**config.mk**
```make
export PLATFORM = sky130hd
export DESIGN_NAME = dual_prio_enc
export DESIGN_NICKNAME = d
export VERILOG_FILES = /design/src/rtl/dual_prio_enc.sv
export SDC_FILE = /design/constraint.sdc
export NUM_CORES = 1
export LEC_CHECK = 0
export ABC_AREA = 1
export BUFFER_PORTS_ARGS = -buffer_cell sky130_fd_sc_hd__buf_2
export CAP_MARGIN = 25
export CORE_AREA = 10 10 47 49
export DETAILED_ROUTE_END_ITERATION = 10
export DIE_AREA = 0 0 57 59
export PLACE_DENSITY_LB_ADDON = 0.2
export RECOVER_POWER = 50
export SLEW_MARGIN = 5
export SYNTH_ARGS = -nofsm -noshare
export SYNTH_HDL_FRONTEND = slang
export SYNTH_SLANG_ARGS = --single-unit
```
**constraint.sdc**
```tcl
create_clock -name vclk -period 0.8
set_clock_uncertainty 0.05 [all_clocks]
set_input_delay 0.08 -clock vclk [all_inputs]
set_output_delay 0.08 -clock vclk [all_outputs]
set_load 0.01 [all_outputs]
```
**src/rtl/dual_prio_enc.sv**
```systemverilog
module dual_prio_enc #(
  parameter int NREQ = 8,
  localparam int IW = $clog2(NREQ)
) (
  input  logic [NREQ-1:0] req_i,
  output logic [IW-1:0]   top_idx_o,
  output logic            top_vld_o,
  output logic [IW-1:0]   next_idx_o,
  output logic            next_vld_o
);

  logic [NREQ-1:0] rest;

  always_comb begin
    top_idx_o = '0;
    top_vld_o = 1'b0;
    for (int i = 0; i < NREQ; i++) begin
      if (req_i[i]) begin
        top_idx_o = IW'(i);
        top_vld_o = 1'b1;
      end
    end
  end

  always_comb begin
    rest = req_i;
    if (top_vld_o) rest[top_idx_o] = 1'b0;
  end

  always_comb begin
    next_idx_o = '0;
    next_vld_o = 1'b0;
    for (int i = 0; i < NREQ; i++) begin
      if (rest[i]) begin
        next_idx_o = IW'(i);
        next_vld_o = 1'b1;
      end
    end
  end

endmodule


```
## Word level (Yosys, flattened, before mapping)

Index checks and enable logic that the tools add are counted.
Widths: inputs -> output; s select.

- Register bits: 0
- Input bits: 8
- Memories kept: 0
- ROM bits: 0
- Logic and storage cells: 38
- Latch bits: 0
- Memory bits (writable): 0

- Multiply operators: 0
- $add $sub $neg: 0
- Multiplexer cells: 33
- Eq/ne operators: 0
- Divide/modulo/power cells: 0
- Reduce and logical (&&, ||, !) cells: 1
- Magnitude comparators: 2
- Bitwise operators: 2
- Shifts and indexed selects: 0

Operator list:

| kind | number |
|---|---|
| $mux 3 | 12 |
| $mux 1 | 19 |
| $and 8x8->8 | 1 |
| $mux 8 | 1 |
| $not 8->8 | 1 |
| $lt 3x4->1 const B | 1 |
| $demux 1 s3 | 1 |
| $ge 3x1->1 const B | 1 |
| $logic_and 1x1->1 | 1 |

## Logic depth before layout (Yosys ltp)

Gate-level depths: netlist (run 1).

- Depth in word-level cells: 22
- Gate-level depth with buffers: 12
- Mapped depth without buffers: 12

## Worst setup path before layout (run 1)

OpenSTA, ideal clock, no wires.

- Path kind: input -> output
- Start: input req_i[4]
- End: output next_idx_o[0]
- Required time: 670 ps
- Stages: 9
- Data arrival time: 851 ps
- Path slack: -181 ps
- Buffers on the path: 0
- Cell sequence: nor2_4 o21ai_1 nand2_1 nor2_2 nand2_2 nand3_1 nand2_1 nand2_1 a21oi_2

- Longest elaborated chain between the ends: 18
- Elaborated cells between the ends (all ways): 23
- Those cells by class: order compare (2); mux (18); bitwise (2); reduce/logical (1)

Ends and longest elaborated chain:

| element | RTL line | source |
|---|---|---|
| from (decl) | 5 | `input logic [NREQ-1:0] req_i,` |
| $mux 3 (*) (4 in a row) | 18 | `if (req_i[i]) begin` |
| named net top_idx_o[1] | 6 | `output logic [IW-1:0] top_idx_o,` |
| $lt 3x4->1 (not written as such) / $ge 3x1->1 (equally long branches) | 27 | `if (top_vld_o) rest[top_idx_o] = 1'b0;` |
| $logic_and 1x1->1 (not written as such) | 27 |  |
| $mux 1 (not written as such) | 27 |  |
| $demux 1 s3 (*) | 27 |  |
| $not 8->8 (no line) (*) | n/a |  |
| $and 8x8->8 (no line) (*) | n/a |  |
| $mux 8 (*) | 27 |  |
| $mux 1 | 34 | `if (rest[i]) begin` |
| $mux 3 (5 in a row) | 34 |  |
| $mux 3 (*) | 34 |  |
| to (decl) | 8 | `output logic [IW-1:0] next_idx_o,` |

Mark *: on every way through the listed nets, which the timed path passes. The rest lies on a longest branch.

## Worst setup path after layout (run 1)

- Start: input req_i[4]
- End: output next_idx_o[0]

- Longest elaborated chain between the ends: 18
- Elaborated cells between the ends (all ways): 23
- Those cells by class: order compare (2); mux (18); bitwise (2); reduce/logical (1)

Ends and longest elaborated chain:

| element | RTL line |
|---|---|
| $mux 3 (4 in a row) | 18 |
| $lt 3x4->1 (not written as such) / $ge 3x1->1 (equally long branches) | 27 |
| $logic_and 1x1->1 (not written as such) | 27 |
| $mux 1 (not written as such) | 27 |
| $demux 1 s3 | 27 |
| $not 8->8 (no line) | n/a |
| $and 8x8->8 (no line) | n/a |
| $mux 8 (*) | 27 |
| $mux 1 | 34 |
| $mux 3 (5 in a row) | 34 |
| $mux 3 (*) | 34 |

Every way passes the cells marked *; elsewhere a longest branch is shown, timed or not.

==> results.toml, run 1 <==
[detailed_routing]
wl_um = 816
dr_total_vias = 362
first_pass_iters = 2
postRouteAntennaNets = 0
viasPerCell = 3.935
drtIter0Drc = 1
routedWlPerCell_um = 8.870
drc_errors = 0

[run_status]
violations = "setup timing"
outcome = "complete, but fails checks"

[synthesis]
synth_cell_types = 12
yosysTopAreaCell = "inv_1"
synth_area_leaders = "inv_1 (20%), nand2_1 (20%), nand2_2 (11%)"
synthTopCellsByCount = "inv_1 (12), nand2_1 (12), nand2_2 (4), nor2_1 (4)"
synth_nets = 53
yosysWarnings = 0
synth_area_per_cell_um2 = 4.894
synth_top_area_share_pct = 20.45
ys_seq_area_share_pct = 0
netlist_area_um2 = 220.2
syn_inst = 45

[power]
switching_share_pct = 45.28
clock_power_share_pct = 0
powerDensity_mw_per_mm2 = 507.4
p_comb_share_pct = 100.0
power_mw = 0.2717
peakVddDrop_v = 0.0001282
internal_power_mw = 0.1487
p_leak_nw = 0.2944
seq_power_share_pct = 0
power_switching_mw = 0.1230

[critical_path]
crit_path_top_delay_cell = "nor2_4"
worstSetupStartpoint = "req_i[4]"
path_cells = "buf_2, nor2_4, o21ai_2, nand2_2, nor2_4, nand2_2, nand3_2, nand2_1, nand2_1, a21oi_2, buf_2"
path_class = "input port to primary output"
cp.depth = 11
endpoint_kind = "primary output"
worstPathMaxFanout = 3
crit_path_max_incr_delay_ns = 0.15
cp_num_buf_inv = 2
critPathCapture = "next_idx_o[0]"
cp.required_ns = 0.67
critical-path-top-delay-family = "simple AND/OR/NAND/NOR gates"
crit_path_start_kind = "input port"
cp.arrival_ns = 1.09

[place]
gp_congestion = 0.6865
port_buffers = 16
pre_cts_ws_ns = -0.4250
dp_hpwl_um = 692.6
dpl-instance-area_um2 = 410.4
numPlacedInstances = 87

[sta]
fin_crit_sh_pct = 152.2
fin_crit_ns = 1.218
rsz0062_at_grt = "true"
finalSetupViolCount = 8
fmax_ghz = 0.8213
worst_slack_ns = -0.4176
slew_headroom_pct = 87.33
worst_pin_slew_ns = 0.1895
hold_violations = 0
maxSlewViolCount = 0
worst_hold_slack_ns = 0.4082

[final_layout]
instances_no_fill = 92
final_nets = 86
n_fill_cell = 167
ff_latch_area_um2 = 0
synthToLayoutAreaGrowth_pct = 143.2
final.clkbuf_count = 0
multiInputGateArea_um2 = 207.7
drive_gt1_share_pct = 68.42
diodes = 0
finalInstanceArea_um2 = 535.5
seq_cells = 0

[grt]
antenna_found_initial = 0
grt_usage_pct = 4.230
grt_max_degree = 6
first_global_vias = 361
grt_overflow = 0
grt_first_pass_wirelength_um = 1311

[die]
start_util_pct = 15.71
core_mm2 = 0.001401
dieArea_mm2 = 0.003363
dieHeight_um = 59
rows = 14
io-pin-count = 16
die_x_um = 57

[run]
cap_viol_max_count = 0

[hold_path]
hold_path.class = "input port to primary output"

[clock_tree]
cts_hold_buf = 0
-- final cells by class --
cell class | count | share of cell area [%]
Timing Repair Buffer | 31 | 49.07
Multi-Input combinational cell | 33 | 38.78
Inverter | 12 | 8.411
Tap cell | 16 | 3.738
-- power by group through the flow --
| stage | clock [mW] | combinational, mW | sequential, mW |
|---|---|---|---|
| after floorplan | 0 | 0.102 | 0 |
| after global placement | 0 | 0.204 | 0 |
| after detailed placement | 0 | 0.205 | 0 |
| after CTS | 0 | 0.211 | 0 |
| after global routing | 0 | 0.300 | 0 |
| final | 0 | 0.272 | 0 |
-- cells in the final DEF (no fill, tap or decap) --
| cell | count |
|---|---|
| a21oi_2 | 2 |
| buf_6 | 8 |
| nor2_1 | 2 |
| inv_1 | 8 |
| nor2_2 | 2 |
| inv_2 | 4 |
| nand2_4 | 1 |
| buf_4 | 13 |
| nand2_2 | 5 |
| nand4_1 | 1 |
| o21ai_2 | 3 |
| nand3_1 | 2 |
| nand3_2 | 1 |
| buf_2 | 8 |
| nand2_1 | 11 |
| buf_12 | 1 |
| buf_8 | 1 |
| nor2_4 | 3 |
-- tightest hold or removal path, delay by kind of cell --
family                 cells  cell delay, ns
buffers and inverters      2            0.21
AND/OR/NAND/NOR            2            0.09
-- timing repair --
action,in CTS,in global routing
pin swaps,2,8
resized for setup,3,20
gates cloned,0,0
buffers inserted,1,6
setup endpoints to repair,8,8
-- cells by family (layout without fill, tap and decap cells) --
group | count (synthesis) | in the layout | share of synthesized area, %
AO/OA/AOI/OAI | 5 | 5 | 13.06
buffers and inverters | 12 | 43 | 20.45
AND/OR/NAND/NOR | 28 | 28 | 66.47
-- layer usage --
layer / up-vias / share of wire (%) / global-route usage [%]
met4: 0 / 0 / 0
li1: 197 / - / -
met5: - / 0 / 0
met3: 0 / 4.8 / 0.8584
met1: 159 / 39 / 4.260
met2: 6 / 56 / 8.992
-- how the worst min path moves through the flow --
stage / startpoint / to / slack (ns) / cells after the start
final: req_i[0] / top_vld_o / 0.41 / 4
after detailed placement: req_i[0] / top_vld_o / 0.41 / 4
after global routing: req_i[0] / top_vld_o / 0.44 / 4
after floorplan: req_i[5] / top_idx_o[2] / 0.21 / 2
after CTS: req_i[0] / top_vld_o / 0.41 / 4
after global placement: req_i[0] / top_vld_o / 0.41 / 4
-- metrics by stage --
stage | setup TNS, ns | utilization [%]
CTS | -1.723 | 30.45
detailed placement | -1.713 | 29.29
global route | -2.344 | 38.21
finish | -1.727 | 38.21
global placement | -1.751 | 29.29
floorplan | -0.2218 | -
No activity file was read; power rests on OpenSTA's default activity.
==> run 2, diff against run 1 <==
==> constraint.sdc (replaced) <==
create_clock -name vclk -period 1.1
set_clock_uncertainty 0.05 [all_clocks]
set_input_delay 0.11 -clock vclk [all_inputs]
set_output_delay 0.11 -clock vclk [all_outputs]
set_load 0.01 [all_outputs]
==> run 2 against run 1 <==
The run still ends with setup timing left. Hold slack improved by 0.070 ns. Core utilization fell by 2.4 points. Combinational power is 33% lower. Critical path type unchanged. Largest cell class unchanged.
==> results.toml, run 2 (synthesis results as in run 1) <==
[critical_path]
cp.arrival_ns = 1.11
endpoint_kind = "primary output"
worstPathMaxFanout = 3
cp.required_ns = 0.94
path_class = "input port to primary output"
crit_path_start_kind = "input port"

[sta]
finalSetupViolCount = 5
slew_headroom_pct = 87.51
rsz0062_at_grt = "true"
fin_crit_ns = 1.270
worst_slack_ns = -0.1703
maxSlewViolCount = 0
worst_pin_slew_ns = 0.1870
hold_violations = 0
fin_crit_sh_pct = 115.5
fmax_ghz = 0.7872

[hold_path]
hold_path.class = "input port to primary output"
hold_depth = 4

[final_layout]
layout_commonest_cell = "buf_4"
drive_gt1_share_pct = 66.22
synthToLayoutAreaGrowth_pct = 127.8
seq_cells = 0
diodes = 0
final_nets = 84
final.clkbuf_count = 0
ff_latch_area_um2 = 0
final_util_pct = 35.80
layout_common_cells = "buf_4 (12), nand2_1 (10), buf_2 (10)"

[detailed_routing]
first_pass_iters = 3
viasPerCell = 4.033
drc_errors = 0
wl_um = 839
postRouteAntennaNets = 0
drtIter0Drc = 3
dr_total_vias = 363
routedWlPerCell_um = 9.322

[die]
core_mm2 = 0.001401
dieArea_mm2 = 0.003363
io-pin-count = 16
start_util_pct = 15.71
rows = 14
dieHeight_um = 59
die_x_um = 57

[grt]
grt_max_degree = 6
grt_overflow = 0
grt_first_pass_wirelength_um = 1228
first_global_vias = 321
grt_usage_pct = 4.055
antenna_found_initial = 0

[power]
power_mw = 0.1807
peakVddDrop_v = 0.0001339
powerDensity_mw_per_mm2 = 360.2
p_leak_nw = 0.2767

[place]
pre_cts_ws_ns = -0.2024
dp_hpwl_um = 671.5
port_buffers = 16
gp_congestion = 0.7362

[run_status]
outcome = "complete, but fails checks"
violations = "setup timing"

[run]
cap_viol_max_count = 0
run 2: changes by cell type in the layout (fill, tap and decap cells not counted), sizes merged:
cell / previous run / this run
buf: 31 / 29
run 2: repair_timing:
action,4_1_cts,5_1_grt
setup endpoints to repair,5,7
pin swaps,7,16
gates resized for setup,9,15
hold buffers,0,0
setup buffers,1,3
run 2: worst paths after layout:
check             startpoint       endpoint  slack [ns]
hold / removal      req_i[0]      top_vld_o        0.48
setup / recovery    req_i[5]  next_idx_o[0]       -0.17
run 2: critical path, cell delays in order:
cell     delay, ns
buf_2         0.12
nor2_4        0.16
o21ai_2       0.08
nand2_2       0.10
nor2_4        0.04
nand2_2       0.07
nand3_2       0.05
nand2_1       0.06
nand2_1       0.06
a21oi_2       0.11
buf_2         0.13
run 2: per-stage QoR:
stage / instances / setup TNS [ns] / hold slack (ns) / cell area, um2
floorplan: 45 / 0 / 0.2550 / 220.2
global placement: 86 / -0.5516 / 0.4750 / 387.9
detailed placement: 86 / -0.5645 / 0.4765 / 387.9
CTS: 87 / -0.4210 / 0.4770 / 427.9
global route: 90 / -0.8341 / 0.4988 / 501.7
finish: 90 / -0.3920 / 0.4780 / 501.7
run 2: power breakdown:
group / total (mW) / switching (mW) / internal, mW
Combinational: 0.181 / 0.0877 / 0.0930
Sequential: 0 / 0 / 0
Clock: 0 / 0 / 0
run 2: area by class of cell:
cell class	instances	area [um2]
inverter	12	45.04
timing repair buffer	29	222.7
fill	175	899.6
multi-input combinational	33	214.0
tap	16	20.02
run 2: layer usage:
layer  vias to the layer above  track usage (%)  wire (um)
met5                         -                0          0
met4                         0                0          0
met3                         0           0.8584         41
met2                         6            8.527        488
met1                       165            4.137        309
li1                        192                -          -
==> run 3, diff against run 2 <==
--- a/config.mk
+++ b/config.mk
@@ -5,7 +5,6 @@
 export SDC_FILE = /design/constraint.sdc
 export NUM_CORES = 1
 export LEC_CHECK = 0
-export ABC_AREA = 1
 export BUFFER_PORTS_ARGS = -buffer_cell sky130_fd_sc_hd__buf_2
 export CAP_MARGIN = 25
 export CORE_AREA = 10 10 47 49
==> run 3 against run 2 <==
The flow still finishes with violations (setup timing). Synthesized area is 34% higher. Synthesized cell count shrank 4.4%. Non-clock buffer count is 3 higher. First-iteration DRC count increased by 33%. Cell count down 4.4%. Critical endpoint unchanged. Largest cell class is now multi-input gates.
==> results.toml, run 3 <==
[place]
dp_hpwl_um = 798.2
port_buffers = 16
pre_cts_ws_ns = -0.6153
numPlacedInstances = 79
gp_congestion = 0.7486
dpl-instance-area_um2 = 456.7

[critical_path]
worstSetupStartpoint = "req_i[4]"
cp.required_ns = 0.94
endpoint_kind = "primary output"
worstPathMaxFanout = 7
crit_path_start_kind = "input port"
critPathCapture = "next_idx_o[0]"
path_class = "input port to primary output"
cp.arrival_ns = 1.54

[detailed_routing]
drtIter0Drc = 4
routedWlPerCell_um = 11.65
dr_total_vias = 425
postRouteAntennaNets = 0
wl_um = 1002
drc_errors = 0
first_pass_iters = 2
viasPerCell = 4.942

[sta]
worst_pin_slew_ns = 0.2493
finalSetupViolCount = 5
fin_tns_setup_ns = -2.217
maxSlewViolCount = 0
hold_violations = 0
slew_headroom_pct = 83.38
worst_slack_ns = -0.6018
fmax_ghz = 0.5876
worst_hold_slack_ns = 0.5684
fin_crit_sh_pct = 154.7
rsz0062_at_grt = "true"
fin_crit_ns = 1.702

[grt]
grt_first_pass_wirelength_um = 1821
antenna_found_initial = 0
grt_overflow = 0
grt_usage_pct = 5.997
first_global_vias = 439
grt_max_degree = 14

[die]
io-pin-count = 16
rows = 14
core_mm2 = 0.001401
die_x_um = 57
start_util_pct = 21.07
dieArea_mm2 = 0.003363
dieHeight_um = 59

[final_layout]
final.clkbuf_count = 0
ff_latch_area_um2 = 0
instances_no_fill = 86
layout_commonest_cell = "buf_4"
diodes = 0
n_fill_cell = 154
seq_cells = 0
layout_common_cells = "buf_4 (12), buf_2 (10), buf_6 (8)"
final_util_pct = 40.54
drive_gt1_share_pct = 55.71
synthToLayoutAreaGrowth_pct = 92.37
final_nets = 80
finalInstanceArea_um2 = 568.0

[synthesis]
synth_cell_types = 28
ys_seq_area_share_pct = 0
synth_area_leaders = "a2111oi_4 (9.3%), nor2_1 (7.6%), o22a_1 (5.9%)"
synth_nets = 51
syn_inst = 43
synthTopCellsByCount = "nor2_1 (6), clkbuf_1 (4)"
synthMostInstantiatedCell = "nor2_1"
yosysTopAreaCell = "a2111oi_4"
yosysWarnings = 0
synth_top_area_share_pct = 9.322
netlist_area_um2 = 295.3
synth_area_per_cell_um2 = 6.867

[run]
cap_viol_max_count = 0

[power]
power_mw = 0.2100
peakVddDrop_v = 0.0001732
p_leak_nw = 0.2293
powerDensity_mw_per_mm2 = 369.8

[run_status]
outcome = "complete, but fails checks"
violations = "setup timing"

[hold_path]
hold_path.class = "input port to primary output"
## run 3: changes by cell type after synthesis, moves of 3 or more
cell,previous run,this run
inv_1,12,1
nand2_1,12,2
clkbuf_1,0,4
nand2_2,4,0
o21ai_1,3,0
## run 3: how the worst min path moves through the flow
stage / from / to / slack (ns) / cells after the start
after detailed placement: req_i[7] / top_idx_o[2] / 0.57 / 3
after global placement: req_i[7] / top_idx_o[2] / 0.57 / 3
after CTS: req_i[0] / top_vld_o / 0.58 / 3
after floorplan: req_i[1] / top_vld_o / 0.29 / 1
final: req_i[1] / top_vld_o / 0.57 / 3
after global routing: req_i[1] / top_vld_o / 0.61 / 3
## run 3: what timing repair did
action / 4_1_cts / 5_1_grt
pin swaps: 5 / 5
setup endpoints to repair: 6 / 8
hold buffers: 0 / 0
buffers inserted: 7 / 0
gates resized for setup: 11 / 3
## run 3: worst max-delay path, cell delays in order
cell	delay, ns
buf_6	0.09
or4_4	0.59
or3_1	0.39
nand4_1	0.11
o311ai_2	0.11
buf_2	0.15
## run 3: area by class of cell
| cell class | instances | area [um2] | area share (%) |
|---|---|---|---|
| multi-input cells | 37 | 299.0 | 52.64 |
| repair buffers | 32 | 245.2 | 43.17 |
| well taps | 16 | 20.02 | 3.524 |
| inverters | 1 | 3.754 | 0.6608 |
## run 3: layer usage
metal  global-route usage [%]  share of wire, %  vias up
met3                   0.6438               3.5        0
met2                    10.54                45       12
met5                        0                 0        -
met1                    8.038                51      190
li1                         -                 -      223
met4                        0                 0        0
## run 3: cell families after synthesis
logic type             after synthesis  share of synthesized area (%)
AO/OA/AOI/OAI                       17                          50.42
buffers and inverters                6                          10.17
multiplexers                         1                          3.390
AND/OR/NAND/NOR                     19                          36.02
## run 3: report_power, final
part | switching, mW | leakage (nW) | internal (mW)
Clock | 0 | 0 | 0
Combinational | 0.0986 | 0.229 | 0.111
Sequential | 0 | 0 | 0
